File: src/rtl/busdec_pkg.sv
// Shared constants and encodings for the bus cycle decoder.
// Assumes the 3-bit definition code is ordered {M/IO, D/C, W/R}.
package busdec_pkg;
    localparam int DEF_W     = 3;
    localparam int BE_W      = 4;
    localparam int ADR_W     = 3;
    localparam int NUM_TYPES = 1 << DEF_W;

    localparam logic [DEF_W-1:0] DEF_SPECIAL = 3'b001;
    localparam logic [DEF_W-1:0] DEF_CODERD  = 3'b100;
    localparam logic [DEF_W-1:0] DEF_RSVD    = 3'b101;
    localparam logic [DEF_W-1:0] DEF_MEMRD   = 3'b110;

    localparam logic [BE_W-1:0]  BE_SHUT     = 4'b1110;
    localparam logic [BE_W-1:0]  BE_HALTSTOP = 4'b1011;
    localparam logic [ADR_W-1:0] ADR_ZERO    = 3'b000;
    localparam logic [ADR_W-1:0] ADR_STOP    = 3'b100;

    typedef struct packed {
        logic shutdown;
        logic halt;
        logic stop_grant;
        logic unknown;
    } special_t;

    // Classifies a special cycle from byte enables and address bits.
    function automatic special_t classify_special(input logic [BE_W-1:0] be,
                                                  input logic [ADR_W-1:0] a);
        special_t s;
        s.shutdown   = (be == BE_SHUT)     && (a == ADR_ZERO);
        s.halt       = (be == BE_HALTSTOP) && (a == ADR_ZERO);
        s.stop_grant = (be == BE_HALTSTOP) && (a == ADR_STOP);
        s.unknown    = !(s.shutdown || s.halt || s.stop_grant);
        return s;
    endfunction
endpackage

File: src/rtl/cycle_track.sv
// Tracks whether a bus cycle is open, from address strobe to ready.
// Assumes a strobe in the same clock as a ready starts a new cycle.
module cycle_track (
    input  logic clk,
    input  logic rst_n,
    input  logic ads_n,
    input  logic rdy_n,
    input  logic brdy_n,
    output logic cyc_open,
    output logic cyc_done,
    output logic proto_err
);
    logic any_rdy;

    assign any_rdy  = !rdy_n || !brdy_n;
    assign cyc_done = cyc_open && any_rdy;

    // Open/close the current cycle.
    always_ff @(posedge clk) begin
        if (!rst_n)        cyc_open <= 1'b0;
        else if (!ads_n)   cyc_open <= 1'b1;
        else if (cyc_done) cyc_open <= 1'b0;
    end

    // Sticky flag for a ready with no cycle open.
    always_ff @(posedge clk) begin
        if (!rst_n)                     proto_err <= 1'b0;
        else if (any_rdy && !cyc_open)  proto_err <= 1'b1;
    end

    assert_open_on_ads_R4: assert property (@(posedge clk) disable iff (!rst_n)
        !ads_n |=> cyc_open);
    assert_open_clear_R4: assert property (@(posedge clk) disable iff (!rst_n)
        (cyc_done && ads_n) |=> !cyc_open);
    assert_err_sticky_R5: assert property (@(posedge clk) disable iff (!rst_n)
        proto_err |=> proto_err);
endmodule

File: src/rtl/cycle_decode.sv
// Captures the cycle definition at the address strobe and decodes it.
// Assumes definition lines, byte enables and address are valid with the strobe.
module cycle_decode
    import busdec_pkg::*;
(
    input  logic                 clk,
    input  logic                 rst_n,
    input  logic                 ads_n,
    input  logic [DEF_W-1:0]     def_code,
    input  logic [BE_W-1:0]      be_n,
    input  logic [ADR_W-1:0]     adr,
    input  logic                 lock_n,
    input  logic                 cyc_open,
    output logic [NUM_TYPES-1:0] cyc_type,
    output special_t             spec,
    output logic                 rsvd_cycle,
    output logic                 cap_lock,
    output logic                 cap_fillable
);
    logic [NUM_TYPES-1:0] type_hit;
    special_t             spec_now;
    logic                 is_special;

    for (genvar i = 0; i < NUM_TYPES; i++) begin : g_type
        assign type_hit[i] = (def_code == DEF_W'(i));
    end

    assign is_special = (def_code == DEF_SPECIAL);
    assign spec_now   = is_special ? classify_special(be_n, adr) : '0;

    // Register the decoded cycle at each strobe.
    always_ff @(posedge clk) begin
        if (!rst_n) begin
            cyc_type     <= '0;
            spec         <= '0;
            rsvd_cycle   <= 1'b0;
            cap_lock     <= 1'b0;
            cap_fillable <= 1'b0;
        end else if (!ads_n) begin
            cyc_type     <= type_hit;
            spec         <= spec_now;
            rsvd_cycle   <= (def_code == DEF_RSVD);
            cap_lock     <= !lock_n;
            cap_fillable <= (def_code == DEF_MEMRD) || (def_code == DEF_CODERD);
        end
    end

    assert_type_onehot_R1: assert property (@(posedge clk) disable iff (!rst_n)
        cyc_open |-> ($countones(cyc_type) == 1));
    assert_special_excl_R2: assert property (@(posedge clk) disable iff (!rst_n)
        $countones(spec) <= 1);
    assert_special_only_R3: assert property (@(posedge clk) disable iff (!rst_n)
        (spec != '0) |-> cyc_type[DEF_SPECIAL]);
endmodule

File: src/rtl/lock_track.sv
// Lock and pseudo-lock tracking, hold gating and fill qualification.
// Assumes lock_n stays low between the cycles of a locked sequence.
module lock_track (
    input  logic clk,
    input  logic rst_n,
    input  logic ads_n,
    input  logic lock_n,
    input  logic plock_n,
    input  logic ken_n,
    input  logic hold_req,
    input  logic cyc_open,
    input  logic cyc_done,
    input  logic cap_lock,
    input  logic cap_fillable,
    output logic lock_active,
    output logic hold_ack,
    output logic multi_cycle,
    output logic fill_ok
);
    logic lock_start;
    logic lock_end;

    assign lock_start = !ads_n && !lock_n;
    assign lock_end   = lock_active && !cyc_open && ads_n && lock_n;

    // Lock-active flag spanning the locked sequence.
    always_ff @(posedge clk) begin
        if (!rst_n)          lock_active <= 1'b0;
        else if (lock_start) lock_active <= 1'b1;
        else if (lock_end)   lock_active <= 1'b0;
    end

    // Hold acknowledge, withheld during a lock.
    always_ff @(posedge clk) begin
        if (!rst_n) hold_ack <= 1'b0;
        else        hold_ack <= hold_req && !lock_active && !lock_start;
    end

    // Pseudo-lock sampled only at ready.
    always_ff @(posedge clk) begin
        if (!rst_n)        multi_cycle <= 1'b0;
        else if (cyc_done) multi_cycle <= !plock_n;
    end

    // One-clock cache-fill qualification at completion.
    always_ff @(posedge clk) begin
        if (!rst_n) fill_ok <= 1'b0;
        else        fill_ok <= cyc_done && cap_fillable && !cap_lock && !ken_n;
    end

    assert_no_hold_in_lock_R7: assert property (@(posedge clk) disable iff (!rst_n)
        lock_active |-> !hold_ack);
    assert_fill_unlocked_R8: assert property (@(posedge clk) disable iff (!rst_n)
        fill_ok |-> ($past(cyc_done) && !$past(cap_lock)));
    assert_multi_stable_R9: assert property (@(posedge clk) disable iff (!rst_n)
        !cyc_done |=> $stable(multi_cycle));
    assert_lock_hold_R6: assert property (@(posedge clk) disable iff (!rst_n)
        (lock_active && cyc_open) |=> lock_active);
endmodule

File: src/rtl/busdec_top.sv
// Top level: bus cycle decoder with lock and pseudo-lock tracking.
// Assumes all inputs are synchronous to clk; reset is synchronous, active low.
module busdec_top
    import busdec_pkg::*;
(
    input  logic                 clk,
    input  logic                 rst_n,
    input  logic                 ads_n,
    input  logic                 mio,
    input  logic                 dc,
    input  logic                 wr,
    input  logic [BE_W-1:0]      be_n,
    input  logic [ADR_W-1:0]     adr,
    input  logic                 lock_n,
    input  logic                 plock_n,
    input  logic                 rdy_n,
    input  logic                 brdy_n,
    input  logic                 ken_n,
    input  logic                 hold_req,
    output logic                 hold_ack,
    output logic [NUM_TYPES-1:0] cyc_type,
    output logic                 shutdown,
    output logic                 halt,
    output logic                 stop_grant,
    output logic                 unk_special,
    output logic                 rsvd_cycle,
    output logic                 cyc_open,
    output logic                 lock_active,
    output logic                 multi_cycle,
    output logic                 fill_ok,
    output logic                 proto_err
);
    logic     cyc_done;
    logic     cap_lock;
    logic     cap_fillable;
    special_t spec;

    cycle_track u_track (
        .clk       (clk),
        .rst_n     (rst_n),
        .ads_n     (ads_n),
        .rdy_n     (rdy_n),
        .brdy_n    (brdy_n),
        .cyc_open  (cyc_open),
        .cyc_done  (cyc_done),
        .proto_err (proto_err)
    );

    cycle_decode u_decode (
        .clk          (clk),
        .rst_n        (rst_n),
        .ads_n        (ads_n),
        .def_code     ({mio, dc, wr}),
        .be_n         (be_n),
        .adr          (adr),
        .lock_n       (lock_n),
        .cyc_open     (cyc_open),
        .cyc_type     (cyc_type),
        .spec         (spec),
        .rsvd_cycle   (rsvd_cycle),
        .cap_lock     (cap_lock),
        .cap_fillable (cap_fillable)
    );

    lock_track u_lock (
        .clk          (clk),
        .rst_n        (rst_n),
        .ads_n        (ads_n),
        .lock_n       (lock_n),
        .plock_n      (plock_n),
        .ken_n        (ken_n),
        .hold_req     (hold_req),
        .cyc_open     (cyc_open),
        .cyc_done     (cyc_done),
        .cap_lock     (cap_lock),
        .cap_fillable (cap_fillable),
        .lock_active  (lock_active),
        .hold_ack     (hold_ack),
        .multi_cycle  (multi_cycle),
        .fill_ok      (fill_ok)
    );

    assign shutdown    = spec.shutdown;
    assign halt        = spec.halt;
    assign stop_grant  = spec.stop_grant;
    assign unk_special = spec.unknown;
endmodule

File: config.mk
export PLATFORM = sky130hd
export DESIGN_NAME = busdec_top
export DESIGN_NICKNAME = d
export VERILOG_FILES = /design/src/rtl/busdec_pkg.sv /design/src/rtl/cycle_track.sv /design/src/rtl/cycle_decode.sv /design/src/rtl/lock_track.sv /design/src/rtl/busdec_top.sv
export SDC_FILE = /design/constraint.sdc
export NUM_CORES = 1
export LEC_CHECK = 0
export ABC_AREA = 1
export BUFFER_PORTS_ARGS = -buffer_cell sky130_fd_sc_hd__buf_4
export CORE_MARGIN = 5
export CORE_UTILIZATION = 40
export DETAILED_ROUTE_END_ITERATION = 8
export PLACE_DENSITY = 0.68
export SLEW_MARGIN = 20
export SYNTH_ARGS = -nofsm -noshare
export SYNTH_HDL_FRONTEND = slang
export SYNTH_SLANG_ARGS = --single-unit
File: constraint.sdc
create_clock -name clk -period 1 [get_ports clk]
set_clock_uncertainty 0.05 [all_clocks]
set_input_delay 0.2 -clock clk [delete_from_list [all_inputs] [get_ports clk]]
set_output_delay 0.2 -clock clk [all_outputs]
set_load 0.05 [all_outputs]
Word level (Yosys, flattened, before mapping)
Cells that the tools add are included.
Storage, ports and cells
  ROM bits: 0
  output and inout bits: 19
  RAM bits: 0
  latch bits: 0
  word-level logic and storage cells: 62
  memories kept: 0
  bits in registers: 21
  input port bits: 19
Operators by class
  order comparisons: 0
  bitwise gates (word level): 0
  div/mod/pow operators: 0
  reductions and logical operators: 32
  shifts and indexed selects: 0
  add/subtract/negate cells: 0
  equal/unequal tests: 11
  mux-type cells: 5
  $mul: 0
Operators by type and width (count)
  $eq 3x3->1 const B: 5
  $logic_and 1x1->1: 14
  $logic_not 1->1: 11
  $eq 4x4->1 const B: 2
  $eq 3x2->1 const B: 2
  $logic_not 3->1: 2
  $logic_or 1x1->1: 4
  $mux 1: 4
  $mux 4: 1
  $eq 3x1->1 const B: 1
  $ne 2x1->1 const B: 1
  $reduce_bool 2->1: 1

Longest topological paths before layout
  word-level depth: 6
  depth in mapped cells: 8
  mapped depth without buffers: 8

Hierarchy
Synthesis repeated with hierarchy kept, for this count alone.
Second synthesis, totals
  cell total of the unflattened synthesis: 119
  area total of the unflattened synthesis: 855.8 µm²
Modules (own cells, without submodules)
  cycle_decode: cells an instance 88, instances 1, area each 623.1 µm², sequential area each 280.3 µm²
  lock_track: cells an instance 20, instances 1, area each 150.1 µm², sequential area each 80.1 µm²
  cycle_track: cells an instance 11, instances 1, area each 82.6 µm², sequential area each 40.0 µm²

Worst setup path after synthesis
No wires, ideal clock.
  path kind: reg-to-output
  start point: reg u_decode.cyc_type[5]
  end point: out cyc_type[5]
  buffers on the path: 1
  stages on the path, launching flop included: 2
  slack: -0.163 ns
  data arrival time: 0.913 ns
  path through: dfxtp_1 > buf_4
RTL lines
  from (decl): line cycle_decode.sv:14  | output logic [NUM_TYPES-1:0] cyc_type,
  from (signal assigned): line cycle_decode.sv:40  | cyc_type <= type_hit;
  to (decl): line busdec_top.sv:21  | output logic [NUM_TYPES-1:0] cyc_type,
No word-level cell between the ends.

Worst setup path after layout
  start point: reg u_decode.cyc_type[5]
  end point: out cyc_type[5]
No word-level cell between the ends.

==> key figures <==
Detailed routing
  – Number of DRC markers in iteration 0: 10
  – WL/cell: between 10 and 15 um
  – Remaining DRCs: 0
  – Detail Route Antenna Nets: 0
  – Routed vias: 874
  – Drt via density: about 4.8
  – Drt first pass iters: 4
  – Routed wire length: roughly 2200 um

Yosys
  – Post-synthesis adder-cell area fraction: 0
  – Main combinational cell family by area after synthesis: simple AND/OR/NAND/NOR gates
  – Top cell type's share of synthesized area: 0.483
  – Syn Inst Count: 108
  – Seq cells post-synth: 20
  – Compound-gate portion of the synthesized area: 0.124
  – Syn_area_per_cell: 7.68 um^2
  – Dominant cells by area after synthesis: dfxtp_1, nand2_1, a21oi_1
  – Syn_nets: roughly 130
  – Distinct cells, synth: 19
  – Synth Cell Area: 830 um^2
  – Synth Area in Simple Gates: 0.288
  – XOR/XNOR Fraction of Synth Area: 0
  – Cell taking the most area after synthesis: dfxtp_1
  – Register area share after synthesis: 0.483
  – Yosys Warn Count: 0
  – Mux cell area share after synthesis: 0

Global route
  – First-pass GRT wire length: 4080 um
  – Grt ovf: 0
  – Number of global-route vias before repair: 861
  – Initial antenna violation count: 0
  – GRT Resource Usage Total: 0.161
  – Pin count of the biggest net entering global routing: 15

Clocking
  – Clock sinks: 20
  – Clock Path Buffers: 2
  – Num CTS Buffers: 3
  – Clock latency on the worst-skew pair: 0.28 ns
  – Clock Tree Root: clkbuf_4
  – # H-tree levels: 1
  – Worst-path clk slew: 0.11 ns
  – CTS tree: done

Placed design
  – DP HPWL: ~1600 um
  – Placed Area: 1190 um^2
  – IO buf count: 37
  – Pre-CTS setup slack: -0.0673 ns
  – GP Congestion: 0.772

Setup path
  – Buf/Inv on CP: 1
  – CP max stage delay: roughly 0.4 ns
  – CP endpoint kind: primary output
  – WS Path Type: register to primary output
  – CP required: 0.75 ns
  – Worst setup SP type: register
  – Cell chain of the critical path: buf_8
  – R2r endpoint: u_lock.lock_active
  – Crit Reg-Reg Startpoint: u_track.cyc_open
  – R2R setup slack: roughly 0.09 ns
  – Worst Path Max Fanout: 3
  – CP Data Arrival Time: 0.83 ns
  – Max stage delay cell, worst path: dfxtp_4
  – Crit path from: u_decode.cyc_type[5]
  – Cell family with most CP delay: flip-flops
  – Crit path to: cyc_type[5]
  – Worst reg2reg path depth: 3
  – Stages on the worst setup path: 1

Floorplanning
  – Std-Cell Rows: 16
  – Die height: approximately 56 um
  – Die Footprint: 3080 um^2
  – Starting Density: 0.423
  – IO Pins: 38
  – Core Area: 1960 um^2
  – Die width: 55.5 um

Finish
  – Fin nets: about 180
  – Layout cell share with drive strength beyond 1: 0.497
  – Fillcell total: 162
  – Antenna Cells: 0
  – Post-route cell area: 1430 um^2
  – Synth-to-layout area growth: 71.9%

Outcome
  – Failing checks: setup timing
  – Outcome: complete, but fails checks

Power
  – Pwr/cell area: 1110 nW/um^2
  – Worst VDD drop: 951 uV
  – Leakage: between 0.0006 and 0.0007 uW

Timing
  – RSZ-0062 raised after global routing: true
  – Fin crit share: 1.08
  – Hold Vio Cnt, Final: 0
  – Setup TNS Final: -0.868 ns
  – Slew at the pin with the worst max-slew slack: 0.210 ns
  – Final worst slack: -0.0797 ns
  – Max-slew violations: 0
  – Max Clk Rate: 926 MHz
  – Worst Hold Margin: 0.0455 ns
  – Crit path time final: 1.08 ns
  – Worst slew margin: 0.859
  – Final Setup Violations: 19

Job
  – Max Cap Viol: 0

Worst hold path
  – Hold crit path type: input port to register
  – Hold Startpoint: plock_n
  – Hold Path Stages: 2
-- power breakdown --
part / total, uW / internal (uW) / leakage, uW / switching, uW
registers: 848 / 825 / 0.000172 / 23.0
clock network: 361 / 140 / 0.0000138 / 221
logic: 374 / 173 / 0.000490 / 200
-- metrics by stage --
stage / std cells / util / total power, uW
detailed placement: 176 / 0.607 / 1180
CTS: 182 / 0.709 / 1580
global placement: 176 / 0.607 / 1180
finish: 184 / 0.727 / 1580
floorplan: 108 / - / 1050
global route: 184 / 0.727 / 1670
-- state kept, by name, indices dropped and copies added, names as in the netlist --
register / flops
u_decode.spec: 4
u_decode.cap_fillable: 1
u_lock.fill_ok: 1
u_decode.cap_lock: 1
u_track.cyc_open: 1
u_track.proto_err: 1
u_lock.multi_cycle: 1
u_lock.hold_ack: 1
u_lock.lock_active: 1
u_decode.cyc_type: 8
-- final cells by class --
class	instances	area (um^2)	area share
Multi-Input combinational cell	70	348	0.244
Inverter	13	53.8	0.0377
Tap cell	27	33.8	0.0237
Clock buffer	3	22.5	0.0158
Timing Repair Buffer	51	541	0.379
Sequential cell	20	428	0.300
-- synth_stat cells --
library cell,instances
buf_4,1
nor4_1,1
a311oi_1,2
nor2_8,1
nor2_1,14
buf_6,1
a21oi_1,11
buf_2,3
o21ai_0,3
nand2_4,1
nand2_1,23
inv_2,1
nor2_2,1
nand3_1,10
o31ai_1,2
inv_6,1
dfxtp_1,20
inv_1,11
nand2_2,1
-- metal layers --
metal	routed length, um	track usage
met4	0	0.0313
met1	898	0.181
met3	142	0.0583
met5	0	0
met2	1190	0.289
-- repair_timing --
item,4_1_cts,5_1_grt
hold buffers,1,0
endpoints found under the hold margin,1,0
setup buffers,2,2
endpoints found under the setup margin,19,20
cloned,0,0
resized for setup,51,5
-- cell usage in the layout (no fill, tap or decap) --
cell and n:
nor4_2 1, a21oi_1 11, nand2_4 1, nand2_1 23
buf_12 1, nor2_1 14, nand3_1 10, dfxtp_2 16
dfxtp_1 2, clkbuf_4 3, nand2_2 1, nor2_8 1
a311oi_1 2, dfxtp_4 2, buf_4 30, dlygate4sd3_1 1
inv_1 11, inv_6 1, o31ai_1 2, buf_8 19
nor2_2 1, o21ai_0 3, inv_2 1
-- worst min path at each step --
stage / endpoint / slack, ns
6_report: u_lock.multi_cycle / 0.05
3_3_place_gp: u_lock.fill_ok / 0.33
3_5_place_dp: u_lock.fill_ok / 0.32
5_1_grt: u_lock.multi_cycle / 0.04
4_1_cts: u_lock.multi_cycle / 0.03
2_1_floorplan: u_lock.fill_ok / 0.23
-- cell families (layout without fill, tap and decap cells) --
| kind of cell | Yosys count | count (layout) |
|---|---|---|
| AOI/OAI and AO/OA | 18 | 18 |
| and+or+nand+nor | 52 | 52 |
| DFF | 20 | 20 |
| buffers and inverters | 18 | 67 |
No activity file was read; power rests on OpenSTA's default activity.
